===== config.mk =====
export PLATFORM = sky130hd
export DESIGN_NAME = wdt_guard
export DESIGN_NICKNAME = d
export VERILOG_FILES = /design/src/rtl/wdt_guard_pkg.sv /design/src/rtl/wdt_bus_decode.sv /design/src/rtl/wdt_enable_reg.sv /design/src/rtl/wdt_countdown.sv /design/src/rtl/wdt_guard.sv
export SDC_FILE = /design/constraint.sdc
export NUM_CORES = 1
export LEC_CHECK = 0
export BUFFER_PORTS_ARGS = -buffer_cell sky130_fd_sc_hd__buf_2
export CAP_MARGIN = 0
export CORE_ASPECT_RATIO = 1.1
export CORE_MARGIN = 10
export CORE_UTILIZATION = 45
export CTS_BUF_LIST = sky130_fd_sc_hd__clkbuf_8
export DETAILED_ROUTE_END_ITERATION = 8
export PLACE_DENSITY = 0.82
export SYNTH_ARGS = -nofsm -noshare
export SYNTH_HDL_FRONTEND = slang
export SYNTH_SLANG_ARGS = --single-unit

===== constraint.sdc =====
create_clock -name clk -period 2.2 [get_ports clk]
set_input_delay 0.11 -clock clk [delete_from_list [all_inputs] [get_ports clk]]
set_output_delay 0.11 -clock clk [all_outputs]
set_load 0.03 [all_outputs]

===== src/rtl/wdt_guard_pkg.sv =====
// Package: shared constants and types for the key-protected watchdog.
// Assumes a word-addressed bus on which only two locations are decoded.
package wdt_guard_pkg;

    localparam int unsigned KEY_W        = 16;
    localparam logic [KEY_W-1:0] KEY_ON  = 16'hEABE;
    localparam logic [KEY_W-1:0] KEY_OFF = 16'hDEAD;

    localparam int unsigned CTRL_WORD    = 0;
    localparam int unsigned RESTART_WORD = 1;

    // Decoded single-cycle events produced by a bus write
    typedef struct packed {
        logic arm;     // enable key written
        logic disarm;  // disable key written
        logic kick;    // restart location written
    } wdt_evt_t;

endpackage


===== src/rtl/wdt_bus_decode.sv =====
// Module: turns one bus write into arm, disarm and kick events.
// Assumes: at most one write per cycle; keys are compared on the low half-word only.
module wdt_bus_decode
    import wdt_guard_pkg::*;
#(
    parameter int unsigned ADDR_W = 4
) (
    input  logic [ADDR_W-1:0] bus_addr,
    input  logic [KEY_W-1:0]  key_field,
    input  logic              bus_we,
    output wdt_evt_t          evt
);

    logic hit_ctrl;
    logic hit_restart;

    // Address match for the two decoded words
    always_comb begin
        hit_ctrl    = bus_we && (bus_addr == ADDR_W'(CTRL_WORD));
        hit_restart = bus_we && (bus_addr == ADDR_W'(RESTART_WORD));
    end

    // Key comparison; any other value produces no event
    always_comb begin
        evt.arm    = hit_ctrl && (key_field == KEY_ON);
        evt.disarm = hit_ctrl && (key_field == KEY_OFF);
        evt.kick   = hit_restart;
    end

endmodule


===== src/rtl/wdt_enable_reg.sv =====
// Module: holds the watchdog enable state.
// Assumes: arm and disarm are never both high (the keys differ).
module wdt_enable_reg
    import wdt_guard_pkg::*;
(
    input  logic     clk,
    input  logic     rst_n,
    input  wdt_evt_t evt,
    output logic     enabled
);

    // Set on the enable key, clear on the disable key, otherwise hold
    always_ff @(posedge clk) begin
        if (!rst_n) begin
            enabled <= 1'b0;
        end else if (evt.arm) begin
            enabled <= 1'b1;
        end else if (evt.disarm) begin
            enabled <= 1'b0;
        end
    end

endmodule


===== src/rtl/wdt_countdown.sv =====
// Module: down-counter that raises a one-cycle expiry pulse on reaching zero.
// Assumes: RELOAD >= 1. Reload has priority over counting. The counter holds
// at zero after expiry and holds its value while disabled.
module wdt_countdown #(
    parameter int unsigned RELOAD = 50000,
    parameter int unsigned CNT_W  = $clog2(RELOAD + 1)
) (
    input  logic             clk,
    input  logic             rst_n,
    input  logic             enabled,
    input  logic             reload,
    output logic [CNT_W-1:0] cnt,
    output logic             expire
);

    localparam logic [CNT_W-1:0] LOAD_VAL = CNT_W'(RELOAD);
    localparam logic [CNT_W-1:0] ONE      = CNT_W'(1);

    // Reload, decrement while enabled, and flag the 1 -> 0 transition
    always_ff @(posedge clk) begin
        if (!rst_n) begin
            cnt    <= LOAD_VAL;
            expire <= 1'b0;
        end else begin
            expire <= 1'b0;
            if (reload) begin
                cnt <= LOAD_VAL;
            end else if (enabled && (cnt != '0)) begin
                cnt <= cnt - ONE;
                if (cnt == ONE) begin
                    expire <= 1'b1;
                end
            end
        end
    end

endmodule


===== src/rtl/wdt_guard.sv =====
// Module: key-protected watchdog top. Word 0 takes enable and disable keys
// and reads back the enable bit. Word 1 restarts the countdown on any write
// and reads zero. Assumes DATA_W > 16 and a combinational read path.
module wdt_guard
    import wdt_guard_pkg::*;
#(
    parameter int unsigned ADDR_W = 4,
    parameter int unsigned DATA_W = 32,
    parameter int unsigned RELOAD = 50000
) (
    input  logic              clk,
    input  logic              rst_n,
    input  logic [ADDR_W-1:0] bus_addr,
    input  logic [DATA_W-1:0] bus_wdata,
    input  logic              bus_we,
    output logic [DATA_W-1:0] bus_rdata,
    output logic              rst_req
);

    localparam int unsigned CNT_W = $clog2(RELOAD + 1);

    wdt_evt_t         evt;
    logic             enabled_q;
    logic [CNT_W-1:0] cnt_q;
    logic             unused_upper;

    // Upper write-data bits take no part in key decoding
    assign unused_upper = ^bus_wdata[DATA_W-1:KEY_W];

    wdt_bus_decode #(.ADDR_W(ADDR_W)) u_decode (
        .bus_addr  (bus_addr),
        .key_field (bus_wdata[KEY_W-1:0]),
        .bus_we    (bus_we),
        .evt       (evt)
    );

    wdt_enable_reg u_enable (
        .clk     (clk),
        .rst_n   (rst_n),
        .evt     (evt),
        .enabled (enabled_q)
    );

    wdt_countdown #(.RELOAD(RELOAD), .CNT_W(CNT_W)) u_count (
        .clk     (clk),
        .rst_n   (rst_n),
        .enabled (enabled_q),
        .reload  (evt.arm | evt.kick),
        .cnt     (cnt_q),
        .expire  (rst_req)
    );

    // Read mux: enable bit on word 0; zero everywhere else
    always_comb begin
        bus_rdata = '0;
        if (bus_addr == ADDR_W'(CTRL_WORD)) begin
            bus_rdata[0] = enabled_q;
        end
    end

endmodule


==> results.md, run 1 <==
* Post-DR wirelength/cell at 13.5 um
* Largest net degree at the start of global routing at 12
* Yosys warns at 0
* Least-Margin Pin Slew at 0.539 ns
* TritonRoute pass-1 iters at 4
* Achievable frequency at 488 MHz
* Post-CTS setup buffers at 0
* Top FF cell, synth: dfxtp_1
* Req. time, crit path at 2.40 ns
* Root Buffer: clkbuf_8
* Final nets at 215
* Min-Delay Path Class: in -> reg
* First-pass GRT wire length at 4.68 mm
* Post-CTS Hold Buffers at 0
* Leak at 0.000505 uW
* Final instance area at ~1300 sq um
* Tcrit/Tclk final at ~93%
* EDFF count, synth at 0
* Async S/R FF share, synth at 0%
* Seq/Total Area, Yosys at 29.2%
* CP Launch Type: flop
* Combinational power share at 14.9%
* Vias per inst at 5.24
* Core ar. at 2570 sq um
* Drt first-iter violations at 49
* Rows at 19
* Max-cap violations at 0
* Final hold vios at 0
* Initial antenna violation count at 0
* Largest area contributor in the netlist: dfxtp_1
* Ranking of synthesized cells by area: dfxtp_1 29%, buf_4 19%, or4_1 6.7%, a21oi_1 4.5%, o31ai_1 4.3%
* Clock skew at 0.00212 ns
* Clk sinks at 18
* Slack of the critical path at roughly 0.15 ns
* Synthesized area per cell at roughly 8.3 sq um
* RePlAce Congestion at 0.794
* Resized Gates After CTS at 0
* CP arrival at 2.25 ns
* Maximum vdd drop at 0.475 mV
* Cell-internal power at 503 uW
* Clock Pin Slew Worst Setup and Hold Paths at 0.07 ns
* CTS tree: built
* Seq cells post-synth at 18
* CTS Buf Count at 3
* Final slew viol count at 0
* Via count at 1068
* Die W at 70.0 um
* Io pins at 72
* Routed wire length at 2.76 mm
* Reg power frac at 46.3%
* Yosys cell types at 37
* Layout cells sized above 1 at 20.2%
* Antenna-violating nets left at 0
* Placed wire-length estimate at 2.19 mm
* Post-Route Utilization at 51.6%
* Crit Path Max Fanout at 7
* Outcome: complete, no violations
* # setup viols final at 0
* Die area at 5240 sq um
* Area Overhead vs Synth at 7.19%
* Initial core utilization at 48.1%
* Max_slew headroom at 63.7%
* Vias in the first global route at 1102
* Net switching power figure at 201 uW
* Clock power frac at 38.8%
* Sw frac at between 20% and 30%
* Worst slack at placement at 0.180 ns
* RSZ-0062 raised after global routing: no
* Global route overflow at 0
* Crit path kind: reg -> reg
* Post-DP Area at 1270 sq um
* Cell Area, Synth at 1230 sq um
* Die height at 74.9 um
* Max Buffers Root-to-Sink at 2
* PwrDens at 532 nW/um^2
* Most frequent cells after synthesis: 31 x buf_4, 18 x dfxtp_1, 11 x a21oi_1, 11 x or4_1, 8 x or3_1
* Overall Global Routing Usage at 10.4%
* Final setup TNS at 0 ns
* CTS H-tree depth at 1
* Total chip power at between 700 and 800 uW
* Final min period at 2.05 ns
* Drt drc at 0
* Antenna diodes at 0
* Area share of the largest cell type after synthesis at between 20% and 30%
* Post-Synthesis Cells at 149
* I/O Buffers at 24
* Clk Latency, worst-skew pair at 0.26 ns
* Most frequent cell after synthesis: buf_4
* Crit end category: flop
[layout make-up]
| class | instances | area (sq um) |
|---|---|---|
| fillers | 259 | 1240 |
| multi-input cells | 121 | 719 |
| flip-flops and latches | 18 | 360 |
| repair buffers | 26 | 135 |
| clock buffers | 4 | 55.1 |
| well taps | 31 | 38.8 |
| inverters | 4 | 15.0 |
[worst max-delay path, cell delays in order (launching register included)]
cell and delay [ns]:
dfxtp_1 0.36, or4_4 0.58, or4_4 0.44, or4_1 0.50, nand3_1 0.10
[power groups by stage]
stage               registers [uW]  logic, uW  clock network [uW]
global placement               333        101                   0
global route                   325        113                 289
finish                         326        105                 273
CTS                            326        102                 279
detailed placement             333        102                   0
floorplan                      333        122                   0
[cell families (layout without fill, tap and decap cells)]
| family | count (synthesis) | in the layout | synth area share, % |
|---|---|---|---|
| flops | 18 | 18 | 29.2 |
| fa+ha+maj | 2 | 2 | 2.03 |
| compound gates | 30 | 30 | 15.6 |
| other cells | 1 | 31 | 0.304 |
| simple gates | 58 | 58 | 31.2 |
| buf+inv | 40 | 34 | 21.7 |
[through the flow]
step / instances / hold WS [ns]
floorplan: 179 / 0.264
global placement: 200 / 0.390
detailed placement: 200 / 0.397
CTS: 204 / 0.121
global route: 204 / 0.129
finish: 204 / 0.121
[layout by cell type, fill, tap and decap left out, types with 3 or more instances in the layout]
master | Yosys | final
o21ai_0 | 5 | 5
a21oi_1 | 11 | 11
clkbuf_8 | 0 | 4
nand2_1 | 6 | 6
buf_2 | 1 | 24
inv_1 | 4 | 4
conb_1 | 1 | 31
or3_1 | 8 | 8
dfxtp_1 | 18 | 18
o31ai_1 | 7 | 7
nor4_1 | 5 | 5
nand3_1 | 7 | 7
or4_1 | 11 | 11
nor2_1 | 3 | 3
[worst paths after layout]
check	slack [ns]	startpoint	to	depth (start not counted)
min	0.12	rst_n	u_enable.enabled$_SDFFE_PN0P_	2
max	0.15	u_count.cnt[9]$_SDFFE_PP1P_	u_count.cnt[15]$_SDFFE_PP1P_	4
max reg2reg	0.15	u_count.cnt[9]$_SDFFE_PP1P_	u_count.cnt[15]$_SDFFE_PP1P_	4
min reg2reg	0.50	u_count.cnt[11]$_SDFFE_PP0P_	u_count.cnt[11]$_SDFFE_PP0P_	2
[registers in the layout, indices dropped and copies added, names as in the netlist]
name	cells
u_count.expire	1
u_count.cnt	16
u_enable.enabled	1
[routing by layer]
layer  track usage [%]  vias up  routed length [um]
met4              4.17        0                  21
met1              11.5      473                1250
met3              5.65        2                 285
met5                 0        -                   0
li1                  -      549                   -
met2              16.5       44                1200
Note: power is estimated with default switching activity, not from simulation.
==> run 2, diff against run 1 <==
--- a/config.mk
+++ b/config.mk
@@ -13,6 +13,7 @@
 export CTS_BUF_LIST = sky130_fd_sc_hd__clkbuf_8
 export DETAILED_ROUTE_END_ITERATION = 8
 export PLACE_DENSITY = 0.82
+export RECOVER_POWER = 100
 export SYNTH_ARGS = -nofsm -noshare
 export SYNTH_HDL_FRONTEND = slang
 export SYNTH_SLANG_ARGS = --single-unit
==> run 2 against run 1 <==
Compared with the run above:
- critical path depth is the same
- first-iteration DRC count down 12%
- clock power about the same
==> results.md, run 2 (synthesis results as in run 1) <==
* Outcome: complete, no violations
* Max incr delay on CP at 0.62 ns (+0.04 ns)
* Core ar. at 2570 sq um (unchanged)
* Die W at 70.0 um (unchanged)
* Overall Global Routing Usage at 10.4% (unchanged)
* Die height at 74.9 um (unchanged)
* Slack of the critical path at 0.100 ns (-0.0494 ns)
* Worst slack at placement at 0.180 ns (unchanged)
* Reg2Reg Depth at 4 (unchanged)
* Routed wire length at 2.76 mm (about the same)
* Crit Path Max Fanout at 7 (unchanged)
* Req. time, crit path at 2.40 ns (about the same)
* RePlAce Congestion at 0.794 (unchanged)
* CTS H-tree depth at 1 (unchanged)
* Post-CTS Hold Buffers at 0 (unchanged)
* I/O Buffers at 24 (unchanged)
* Clock Pin Slew Worst Setup and Hold Paths at 0.07 ns (about the same)
* TritonRoute pass-1 iters at 4 (unchanged)
* Crit end category: flop
* Slowest stage cell, crit path: or4_1
* Leak at 0.000486 uW (-3.8%)
* CP Launch Type: flop
* Max FFs per register at 16 (unchanged)
* Crit path capture: u_count.cnt[15]$_SDFFE_PP1P_
* Placed wire-length estimate at 2.19 mm (unchanged)
* Max_slew headroom at 64.6% (+0.82 points)
* Final slew viol count at 0 (unchanged)
* CTS tree: built
* Antenna-violating nets left at 0 (unchanged)
* Max Buffers Root-to-Sink at 2 (unchanged)
* Commonest non-fill, non-tap cell in the layout: conb_1
* First-pass GRT wire length at 4.68 mm (unchanged)
* Vias per inst at 5.24 (about the same)
* Via count at 1069 (+0.094%)
* Clock skew at 0.00214 ns (+0.0000196 ns)
* Largest net degree at the start of global routing at 12 (unchanged)
* Antenna diodes at 0 (unchanged)
* Post-Route Utilization at 51.0% (-0.54 points)
* Critical Path Stages at 4 (unchanged)
* Final setup TNS at 0 ns (unchanged)
* Crit path kind: reg -> reg
* CP cell instances: or4_1 -> or4_4 -> or4_1 -> nand3_1
* Drt first-iter violations at 43 (-12%)
* Root Buffer: clkbuf_8
* Max-cap violations at 0 (unchanged)
* Final hold vios at 0 (unchanged)
* Reg with most FFs: u_count.cnt
* Final nets at 215 (unchanged)
* Achievable frequency at 476 MHz (-2.4%)
* RSZ-0062 raised after global routing: no
* Biggest regs: u_count.cnt x16, u_count.expire x1, u_enable.enabled x1
* # setup viols final at 0 (unchanged)
* CP arrival at 2.30 ns (+0.05 ns)
* Drt drc at 0 (unchanged)
* Clk sinks at 18 (unchanged)
* Post-DR wirelength/cell at 13.5 um (about the same)
* Worst r2r src: u_count.cnt[9]$_SDFFE_PP1P_
* Min-Delay Path Class: in -> reg
* Io pins at 72 (unchanged)
* CTS Buf Count at 3 (unchanged)
* Tcrit/Tclk final at 95.4% (+2.2 points)
* Die area at 5240 sq um (unchanged)
* Buf/Inv on CP at 0 (unchanged)
* Initial core utilization at 48.1% (unchanged)
* Most frequent cells in the layout: 31 x conb_1, 22 x buf_2, 18 x dfxtp_1
* Reg-to-reg slack, setup at 0.10 ns (-0.05 ns)
* CP delay by family, top: simple AND/OR/NAND/NOR gates
* Layout cells sized above 1 at 17.3% (-2.9 points)
* Global route overflow at 0 (unchanged)
* Most used cell, CP: or4_1
* Rows at 19 (unchanged)
* Crit. Startpoint: u_count.cnt[9]$_SDFFE_PP1P_
* Maximum vdd drop at 0.476 mV (about the same)
* Total chip power at 704 uW (about the same)
* PwrDens at 538 nW/um^2 (+1.1%)
* Area Overhead vs Synth at 6.08%
* Clk Latency, worst-skew pair at 0.26 ns (about the same)
* Vias in the first global route at 1102 (unchanged)
* Post-CTS setup buffers at 0 (unchanged)
* Initial antenna violation count at 0 (unchanged)
* Final min period at 2.10 ns (+0.0494 ns)
* Least-Margin Pin Slew at 0.527 ns (-0.0121 ns)
* Reg2reg end: u_count.cnt[15]$_SDFFE_PP1P_
* Resized Gates After CTS at 0 (unchanged)
[run 2: cell types whose count changed in the layout (fill, tap and decap cells not counted)]
cell      change
clkbuf_1      +4
buf_2         -2
buf_4         -2
or4_1         +1
or4_4         -1
[run 2: worst min-delay path by stage]
stage	to	from	slack [ns]	cells past startpoint
2_1_floorplan	u_enable.enabled$_SDFFE_PN0P_	rst_n	0.26	1
3_3_place_gp	u_enable.enabled$_SDFFE_PN0P_	rst_n	0.39	2
6_report	u_enable.enabled$_SDFFE_PN0P_	rst_n	0.12	2
3_5_place_dp	u_enable.enabled$_SDFFE_PN0P_	rst_n	0.40	2
4_1_cts	u_enable.enabled$_SDFFE_PN0P_	rst_n	0.12	2
5_1_grt	u_enable.enabled$_SDFFE_PN0P_	rst_n	0.13	2
[run 2: layer usage]
metal,vias to the layer above,GRT usage [%],share of wire (%)
met5,-,0,0
met4,0,4.17,0.76
met2,46,16.5,44
li1,548,-,-
met1,473,11.5,45
met3,2,5.65,11
[run 2: power breakdown]
group | internal (uW) | total, uW | switching (uW)
registers | 326 | 326 | 0.000162
clock network | 159 | 274 | 115
logic | 18.5 | 105 | 86.4
total | 503 | 704 | 201
[run 2: layout make-up]
class / count / area (sq um)
fillers: 261 / 1260
multi-input cells: 121 / 716
flip-flops and latches: 18 / 360
repair buffers: 26 / 125
clock buffers: 4 / 55.1
well taps: 31 / 38.8
inverters: 4 / 15.0
[run 2: metrics by stage]
stage	area, sq um	hold WS, ns	cells
finish	1310	0.122	204
global route	1310	0.129	204
CTS	1320	0.121	204
detailed placement	1270	0.397	200
global placement	1270	0.390	200
floorplan	1350	0.264	179
